File: src/rtl/clkgen_mode_pkg.sv
package clkgen_mode_pkg;
  typedef enum logic [1:0] {
    MODE_OFF  = 2'b00,
    MODE_SELF = 2'b01,
    MODE_INT  = 2'b10,
    MODE_EXT  = 2'b11
  } cg_mode_e;

  localparam logic [1:0] SEL_INT = 2'b01;
  localparam logic [1:0] SEL_EXT = 2'b11;
endpackage

File: src/rtl/cg_stable_qual.sv
module cg_stable_qual #(
  parameter int STABLE_CNT = 2
) (
  input  logic clk,
  input  logic rst,
  input  logic arm_i,
  input  logic stable_i,
  output logic ok_o
);
  localparam int CW = (STABLE_CNT > 1) ? $clog2(STABLE_CNT) : 1;
  localparam logic [CW-1:0] LIM = CW'(STABLE_CNT - 1);

  logic [CW-1:0] cnt_q;

  // count consecutive stable samples while armed, saturating at LIM
  always_ff @(posedge clk) begin
    if (rst || !arm_i || !stable_i) cnt_q <= '0;
    else if (cnt_q < LIM)           cnt_q <= cnt_q + 1'b1;
  end

  assign ok_o = arm_i && stable_i && (cnt_q >= LIM);
endmodule

File: src/rtl/cg_mode_fsm.sv
module cg_mode_fsm
  import clkgen_mode_pkg::*;
(
  input  logic       clk,
  input  logic       rst,
  input  logic [1:0] sel_i,
  input  logic       stop_i,
  input  logic       lost_i,
  input  logic       lock_i,
  input  logic       qual_i,
  output cg_mode_e   mode_o,
  output logic       dbl_o
);
  cg_mode_e mode_q, mode_d;
  logic     dbl_q, dbl_d;

  always_comb begin
    mode_d = mode_q;
    unique case (mode_q)
      MODE_OFF:  if (!stop_i) mode_d = MODE_SELF;
      MODE_SELF: begin
        if (stop_i)                         mode_d = MODE_OFF;
        else if (qual_i && sel_i == SEL_INT) mode_d = MODE_INT;
        else if (qual_i && sel_i == SEL_EXT) mode_d = MODE_EXT;
      end
      MODE_INT: begin
        if (stop_i)                mode_d = MODE_OFF;
        else if (sel_i == SEL_EXT) mode_d = MODE_EXT;
        else if (sel_i != SEL_INT) mode_d = MODE_SELF;
      end
      MODE_EXT: begin
        if (stop_i)                mode_d = MODE_OFF;
        else if (lost_i)           mode_d = MODE_SELF;
        else if (sel_i == SEL_INT) mode_d = MODE_INT;
        else if (sel_i != SEL_EXT) mode_d = MODE_SELF;
      end
      default: mode_d = MODE_SELF;
    endcase
  end

  // doubling: raised only on an unlocked fall-back from external engaged
  always_comb begin
    dbl_d = dbl_q;
    if (mode_d == MODE_INT || mode_d == MODE_EXT)       dbl_d = 1'b0;
    else if (mode_q == MODE_EXT && mode_d == MODE_SELF) dbl_d = !lock_i;
    else if (mode_q == MODE_INT && mode_d == MODE_SELF) dbl_d = 1'b0;
  end

  always_ff @(posedge clk) begin
    if (rst) begin
      mode_q <= MODE_SELF;
      dbl_q  <= 1'b0;
    end else begin
      mode_q <= mode_d;
      dbl_q  <= dbl_d;
    end
  end

  assign mode_o = mode_q;
  assign dbl_o  = dbl_q;
endmodule

File: src/rtl/cg_filter_reg.sv
module cg_filter_reg #(
  parameter int               W   = 12,
  parameter logic [W-1:0]     DEF = '0
) (
  input  logic         clk,
  input  logic         rst,
  input  logic         wr_i,
  input  logic [W-1:0] din_i,
  output logic [W-1:0] q_o,
  output logic         we_o
);
  always_ff @(posedge clk) begin
    if (rst) begin
      q_o  <= DEF;
      we_o <= 1'b0;
    end else begin
      we_o <= wr_i;
      if (wr_i) q_o <= din_i;
    end
  end
endmodule

File: src/rtl/clkgen_mode_ctrl.sv
module clkgen_mode_ctrl
  import clkgen_mode_pkg::*;
#(
  parameter int             FLT_W       = 12,
  parameter logic [FLT_W-1:0] FLT_DEFAULT = 12'h3C5,
  parameter int             DIV_W       = 3,
  parameter int             STABLE_CNT  = 2
) (
  input  logic             clk,
  input  logic             rst,
  input  logic [1:0]       clk_sel_i,
  input  logic             osc_stable_i,
  input  logic             ref_lost_i,
  input  logic             fll_lock_i,
  input  logic             stop_i,
  input  logic             flt_wr_i,
  input  logic [FLT_W-1:0] flt_din_i,
  input  logic             rdiv_wr_i,
  input  logic [DIV_W-1:0] rdiv_i,
  output logic [1:0]       mode_o,
  output logic [FLT_W-1:0] flt_o,
  output logic             flt_we_o,
  output logic [DIV_W-1:0] rdiv_o,
  output logic             dbl_o
);
  cg_mode_e mode;
  logic     in_self, qual, flt_ok;
  logic [DIV_W-1:0] rdiv_q;

  assign in_self = (mode == MODE_SELF);
  assign flt_ok  = flt_wr_i && in_self;

  cg_stable_qual #(.STABLE_CNT(STABLE_CNT)) u_qual (
    .clk(clk), .rst(rst), .arm_i(in_self), .stable_i(osc_stable_i), .ok_o(qual)
  );

  cg_mode_fsm u_fsm (
    .clk(clk), .rst(rst), .sel_i(clk_sel_i), .stop_i(stop_i), .lost_i(ref_lost_i),
    .lock_i(fll_lock_i), .qual_i(qual), .mode_o(mode), .dbl_o(dbl_o)
  );

  cg_filter_reg #(.W(FLT_W), .DEF(FLT_DEFAULT)) u_flt (
    .clk(clk), .rst(rst), .wr_i(flt_ok), .din_i(flt_din_i), .q_o(flt_o), .we_o(flt_we_o)
  );

  always_ff @(posedge clk) begin
    if (rst)            rdiv_q <= '0;
    else if (rdiv_wr_i) rdiv_q <= rdiv_i;
  end

  assign rdiv_o = rdiv_q;
  assign mode_o = mode;
endmodule

File: config.mk
export PLATFORM = sky130hd
export DESIGN_NAME = clkgen_mode_ctrl
export DESIGN_NICKNAME = d
export VERILOG_FILES = /design/src/rtl/clkgen_mode_pkg.sv /design/src/rtl/cg_stable_qual.sv /design/src/rtl/cg_mode_fsm.sv /design/src/rtl/cg_filter_reg.sv /design/src/rtl/clkgen_mode_ctrl.sv
export SDC_FILE = /design/constraint.sdc
export NUM_CORES = 1
export LEC_CHECK = 0
export ABC_AREA = 1
export BUFFER_PORTS_ARGS = -buffer_cell sky130_fd_sc_hd__buf_2
export CELL_PAD_IN_SITES_DETAIL_PLACEMENT = 1
export CELL_PAD_IN_SITES_GLOBAL_PLACEMENT = 1
export CORE_MARGIN = 5
export CORE_UTILIZATION = 25
export CTS_CLUSTER_SIZE = 30
export DETAILED_ROUTE_END_ITERATION = 7
export PLACE_DENSITY_LB_ADDON = 0.12
export REMOVE_ABC_BUFFERS = 1
export SYNTH_ARGS = -nofsm -noshare
export SYNTH_HDL_FRONTEND = slang
export SYNTH_SLANG_ARGS = --single-unit
File: constraint.sdc
create_clock -name clk -period 1 [get_ports clk]
set_input_delay 0.15 -clock clk [delete_from_list [all_inputs] [get_ports clk]]
set_output_delay 0.15 -clock clk [all_outputs]
set_load 0.005 [all_outputs]
==> results of run 1 <==
## flip-flops by register name, summed over array words and instances (netlist names)
register / count
rdiv_o: 3
u_qual.cnt_q: 1
u_flt.we_o: 1
u_fsm.dbl_o: 1
u_fsm.mode_o: 2
u_flt.q_o: 12
## placed cells by master, fill, tap and decap left out
master / netlist / final
a21oi_1: 7 / 2
a21oi_2: 1 / 6
a31oi_1: 1 / 1
buf_12: 0 / 1
buf_2: 2 / 41
buf_4: 0 / 3
buf_6: 0 / 6
clkbuf_4: 0 / 3
clkbuf_8: 0 / 1
clkinv_1: 1 / 1
clkinv_8: 0 / 1
dfxtp_1: 20 / 11
dfxtp_2: 0 / 7
dfxtp_4: 0 / 2
inv_1: 6 / 5
inv_2: 1 / 1
inv_4: 0 / 1
nand2_1: 33 / 20
nand2_2: 3 / 6
nand2_4: 1 / 11
nand3_1: 11 / 4
nand3_2: 0 / 6
nand3_4: 0 / 1
nand3b_1: 1 / 1
nor2_1: 16 / 14
nor2_2: 0 / 1
nor2_4: 1 / 2
o21ai_0: 5 / 3
o21ai_1: 0 / 2
or2_2: 2 / 2
## metal layers
metal  GRT usage, %  vias up  routed length (µm)
li1               -      463                   -
met1           13.0      421                1030
met2           21.6       27                1260
met3           4.93        2                 176
met4           1.49        0                   4
met5              0        -                   0
## per-stage QoR
step / setup WS (ns) / cells / setup TNS [ns]
CTS: -0.0896 / 212 / -0.906
finish: -0.0934 / 212 / -1.14
global route: -0.160 / 212 / -2.26
detailed placement: -0.156 / 207 / -1.86
global placement: -0.116 / 207 / -1.33
floorplan: -0.0623 / 111 / -0.385
## final timing paths
check,startpoint,end,cells past startpoint
hold reg to reg,u_flt.q_o[8],u_flt.q_o[8],2
setup / recovery,u_fsm.mode_o[1],u_flt.q_o[2],6
hold / removal,flt_din_i[2],u_flt.q_o[2],3
setup reg to reg,u_fsm.mode_o[1],u_flt.q_o[2],6
## synthesized netlist by cell type
cell type | number | area (µm²)
nand2_1 | 33 | 124
dfxtp_1 | 20 | 400
nor2_1 | 16 | 60.1
nand3_1 | 11 | 55.1
a21oi_1 | 7 | 35.0
inv_1 | 6 | 22.5
o21ai_0 | 5 | 25.0
nand2_2 | 3 | 18.8
buf_2 | 2 | 10.0
or2_2 | 2 | 12.5
a21oi_2 | 1 | 8.76
a31oi_1 | 1 | 6.26
buf_8 | 1 | 15.0
clkinv_1 | 1 | 3.75
clkinv_2 | 1 | 5.00
inv_2 | 1 | 3.75
nand2_4 | 1 | 11.3
nand3b_1 | 1 | 7.51
nor2_4 | 1 | 11.3
## tightest hold or removal path: stages
cell     delay [ns]
buf_2          0.08
nand2_1        0.04
nand3_1        0.06
## power groups by stage
stage | Sequential, mW | Clock [mW] | Combinational [mW]
detailed placement | 0.887 | 0 | 0.270
floorplan | 0.891 | 0 | 0.105
finish | 0.887 | 0.450 | 0.336
CTS | 0.868 | 0.485 | 0.286
global placement | 0.885 | 0 | 0.264
global route | 0.895 | 0.518 | 0.378
## timing repair
item,4_1_cts,5_1_grt
setup endpoints to repair,18,18
buffers inserted,1,0
pin swaps,10,19
hold buffers,0,0
resized for setup,17,46
## cells by family (layout without fill, tap and decap cells)
family,after synthesis,count (layout)
compound gates,14,14
buf+inv,12,64
flops,20,20
simple gates,68,68
## area by class of cell
type	count	area, µm²
sequential	20	417
timing repair buffer	51	315
multi-input combinational	82	529
fill	425	1880
inverter	9	48.8
clock buffer	4	36.3
tap	46	57.6
==> results.py, run 1 <==
metrics = {
    "run_status": {
        "status": "complete, but fails checks",
        "violations": "negative setup slack",
    },
    "power": {
        "leakage_nw": 0.675,
        "p_total_mw": 1.67,
        "powerDensity_mw_per_mm2": 1190,
        "ir_worst_vdd_uv": 652,
        "p_sw_mw": 0.442,
        "power_frac_seq_pct": 53.0,
        "clockPowerShare_pct": 26.9,
        "power.combinational.fraction_pct": 20.1,
        "p_int_mw": 1.23,
        "switching_share_pct": 26.4,
    },
    "global_route": {
        "grt_pass1_wl_um": 4170,
        "gr-usage-all-layers_pct": 11.8,
        "gr-total-overflow": 0,
        "grt_max_degree": 13,
        "grt_pass1_vias": 975,
        "antenna_found_initial": 0,
    },
    "placement": {
        "dpl_cell_area_mm2": 0.00115,
        "dp_hpwl_um": 1920,
        "portBuffers": 43,
        "place.gp.congestion": 0.706,
    },
    "logic_synthesis": {
        "yosys_warnings": 0,
        "synth_fa_ha_area_share_pct": 0,
        "syn-cell-area_um2": 836,
        "syn_inst": 114,
        "synth_seq_area_share_pct": 47.9,
        "synth_simple_gate_area_share_pct": 35.9,
        "ys_types": 19,
        "synth_compound_area_share_pct": 8.98,
        "synth_xor_area_share_pct": 0,
        "muxShareOfSynthArea_pct": 0,
        "synth_top_family_by_area": "simple AND/OR/NAND/NOR gates",
        "syn_avg_cell_area_um2": 7.33,
        "ys_ff_latch": 20,
    },
    "drt": {
        "finalWirelength_um": 2460,
        "wl_per_cell_um": 11.6,
        "vias": 913,
        "drt_iter0_drc": 13,
        "firstDrtPassIters": 3,
        "drc": 0,
        "routed_via_density": 4.31,
        "antenna_left": 0,
    },
    "setup_path": {
        "critPathTopFamily": "flip-flops",
        "critical_path_class": "flop to flop",
        "start_kind": "flop",
        "end_kind": "flop",
        "required_ns": 1.18,
        "crit_slowest_cell": "dfxtp_4",
        "rrSetupSlack_ns": -0.09,
        "cp.arrival_ns": 1.28,
        "critPathMaxFanout": 8,
        "critPathBufInv": 2,
        "cpPeakStageDelay_ns": 0.38,
        "crit_path_cell_trace": "buf_6 > nor2_4 > nand2_4 > buf_12 > nand2_2 > nand3_1",
    },
    "clock_tree": {
        "cts_buffers": 3,
        "htree_num_levels": 1,
        "clk_latency_ns": 0.29,
        "ctsRootBufferMaster": "clkbuf_4",
        "cts_buffer_depth": 2,
        "clock_sinks": 20,
        "cts_tree": "yes",
        "clk_pin_slew_worst_paths_ns": 0.11,
    },
    "final_layout": {
        "final_area_mm2": 0.00140,
        "post-route-util_pct": 42.7,
        "drive_above_1_share_pct": 61.4,
        "diodes": 0,
        "nets": 192,
        "syn2layout_area_growth_pct": 68.0,
    },
    "floorplanning": {
        "core_mm2": 0.00328,
        "fp.dieH_um": 67.8,
        "die-area_mm2": 0.00460,
        "pin_count": 44,
        "rows": 21,
        "start_util_pct": 25.4,
        "die_w_um": 67.8,
    },
    "sta": {
        "timing.final.max_slew_violations": 0,
        "whs_ns": 0.0646,
        "worstMarginPinSlew_ns": 0.335,
        "hold_viol": 0,
        "fin_crit_sh_pct": 109,
        "setup_viol": 16,
        "fin_worst_skew_ns": 0.00556,
        "max_freq_ghz": 0.915,
        "worst_slack_ns": -0.0934,
        "period_needed_ns": 1.09,
        "rsz0062_at_grt": "true",
        "relSlewSlack_pct": 77.5,
    },
    "worst_hold_path": {
        "hold_path.class": "input pin to flop",
    },
    "flow_run": {
        "maxCapViolations": 0,
    },
}
No activity file was read; power rests on OpenSTA's default activity.
==> run 2: changes to the inputs <==
Clock period 1 ns to 1.4 ns, I/O delays scaled along.
==> run 2 against run 1 <==
  * Flip-flop and latch count did not move
  * Critical path depth is the same
  * First-iteration DRC count grew 120%
  * Cell count fell by 3.3%
  * Critical path type unchanged
  * Combinational power is 49% lower
  * Highest routed layer unchanged
  * Non-clock buffer count shrank 7
  * Sequential power down 30%
  * The flow now finishes without violations
==> results.py, run 2 (synthesis gave the netlist of run 1 again) <==
metrics = {
    "setup_path": {
        "cpPeakStageDelay_ns": 0.47,
        "critPathMaxFanout": 14,
        "start_kind": "flop",
        "cp.arrival_ns": 1.45,
        "crit_path_cell_trace": "inv_2 > nor2_4 > nand2_4 > clkinv_2 > nand2_1 > a21oi_2",
        "end_kind": "flop",
        "required_ns": 1.64,
        "critical_path_class": "flop to flop",
        "crit_slowest_cell": "dfxtp_1",
        "r2r_cells": 6,
    },
    "placement": {
        "place.gp.congestion": 0.739,
        "dp_hpwl_um": 1800,
        "portBuffers": 43,
    },
    "flow_run": {
        "maxCapViolations": 0,
    },
    "clock_tree": {
        "clk_latency_ns": 0.29,
        "clock_sinks": 20,
        "clk_pin_slew_worst_paths_ns": 0.11,
        "cts_tree": "yes",
        "cts_resized": 0,
        "cts_buffers": 3,
        "ctsRootBufferMaster": "clkbuf_4",
        "post_cts_buffers": 0,
        "htree_num_levels": 1,
        "ctsHoldBuffers": 0,
        "cts_buffer_depth": 2,
    },
    "final_layout": {
        "nets": 185,
        "final_cell_mix": "buf_2, nand2_1, dfxtp_1",
        "max_flop_register": "u_flt.q_o",
        "syn2layout_area_growth_pct": 34.9,
        "mostFrequentLayoutCell": "buf_2",
        "diodes": 0,
        "largest_reg_flops": 12,
        "drive_above_1_share_pct": 36.5,
    },
    "power": {
        "powerDensity_mw_per_mm2": 999,
        "p_total_mw": 1.13,
        "ir_worst_vdd_uv": 528,
        "leakage_nw": 0.568,
    },
    "global_route": {
        "grt_pass1_vias": 846,
        "antenna_found_initial": 0,
        "gr-total-overflow": 0,
        "grt_pass1_wl_um": 3640,
        "gr-usage-all-layers_pct": 10.4,
        "grt_max_degree": 15,
    },
    "drt": {
        "routed_via_density": 4.20,
        "antenna_left": 0,
        "drt_iter0_drc": 29,
        "finalWirelength_um": 2260,
        "drc": 0,
        "wl_per_cell_um": 11.0,
        "vias": 862,
        "firstDrtPassIters": 2,
    },
    "worst_hold_path": {
        "min_path_cells": 3,
        "hold_path.class": "input pin to flop",
    },
    "floorplanning": {
        "start_util_pct": 25.4,
        "die_w_um": 67.8,
        "core_mm2": 0.00328,
        "fp.dieH_um": 67.8,
        "die-area_mm2": 0.00460,
        "pin_count": 44,
        "rows": 21,
    },
    "sta": {
        "fin_worst_skew_ns": 0.00278,
        "relSlewSlack_pct": 82.3,
        "timing.final.max_slew_violations": 0,
        "setup_tns_ns": 0,
        "rsz0062_at_grt": "false",
        "hold_viol": 0,
        "period_needed_ns": 1.21,
        "worstMarginPinSlew_ns": 0.265,
        "setup_viol": 0,
        "fin_crit_sh_pct": 86.1,
        "max_freq_ghz": 0.829,
    },
    "run_status": {
        "status": "finished clean",
    },
}
[run 2: final timing paths]
kind | from | to | slack [ns]
worst min-delay path | flt_din_i[2] | u_flt.q_o[2] | 0.11
worst max register to register | u_fsm.mode_o[0] | u_flt.q_o[3] | 0.19
worst min register to register | u_flt.q_o[1] | u_flt.q_o[1] | 0.47
worst max-delay path | u_fsm.mode_o[0] | u_flt.q_o[3] | 0.19
[run 2: worst max-delay path, delay by kind of cell, from the launching register on]
kind                   cells  cell delay, ns
DFF                        1            0.47
and+or+nand+nor            3            0.31
AOI/OAI and AO/OA          1            0.11
buffers and inverters      2            0.26
[run 2: final cells by class]
| cell class | count | area (µm²) |
|---|---|---|
| Fill cell | 444 | 2160 |
| Timing Repair Buffer | 44 | 223 |
| Clock buffer | 4 | 36.3 |
| Multi-Input combinational cell | 82 | 375 |
| Tap cell | 46 | 57.6 |
| Sequential cell | 20 | 400 |
| Inverter | 9 | 35.0 |
[run 2: through the flow]
step / utilization [%] / cell area (µm²) / cells / setup WS (ns) / hold WS [ns]
global placement: 33.2 / 1090 / 201 / 0.232 / 0.414
global route: 34.3 / 1130 / 205 / 0.00863 / 0.0920
detailed placement: 33.2 / 1090 / 201 / 0.193 / 0.416
finish: 34.3 / 1130 / 205 / 0.194 / 0.112
floorplan: - / 811 / 111 / 0.338 / 0.272
CTS: 34.3 / 1130 / 205 / 0.163 / 0.0965
[run 2: metal layers]
layer | routed length [µm] | part of all wire (%) | track usage (%) | vias up
li1 | - | - | - | 451
met1 | 1050 | 47 | 12.7 | 383
met2 | 1020 | 45 | 17.1 | 26
met3 | 167 | 7.4 | 4.11 | 2
met4 | 11 | 0.49 | 2.23 | 0
met5 | 0 | 0 | 0 | -
[run 2: power breakdown]
group / switching, mW / total [mW] / internal (mW)
combinational: 0.0910 / 0.170 / 0.0789
clock: 0.176 / 0.335 / 0.158
sequential: 0.0178 / 0.621 / 0.603
total: 0.285 / 1.13 / 0.840
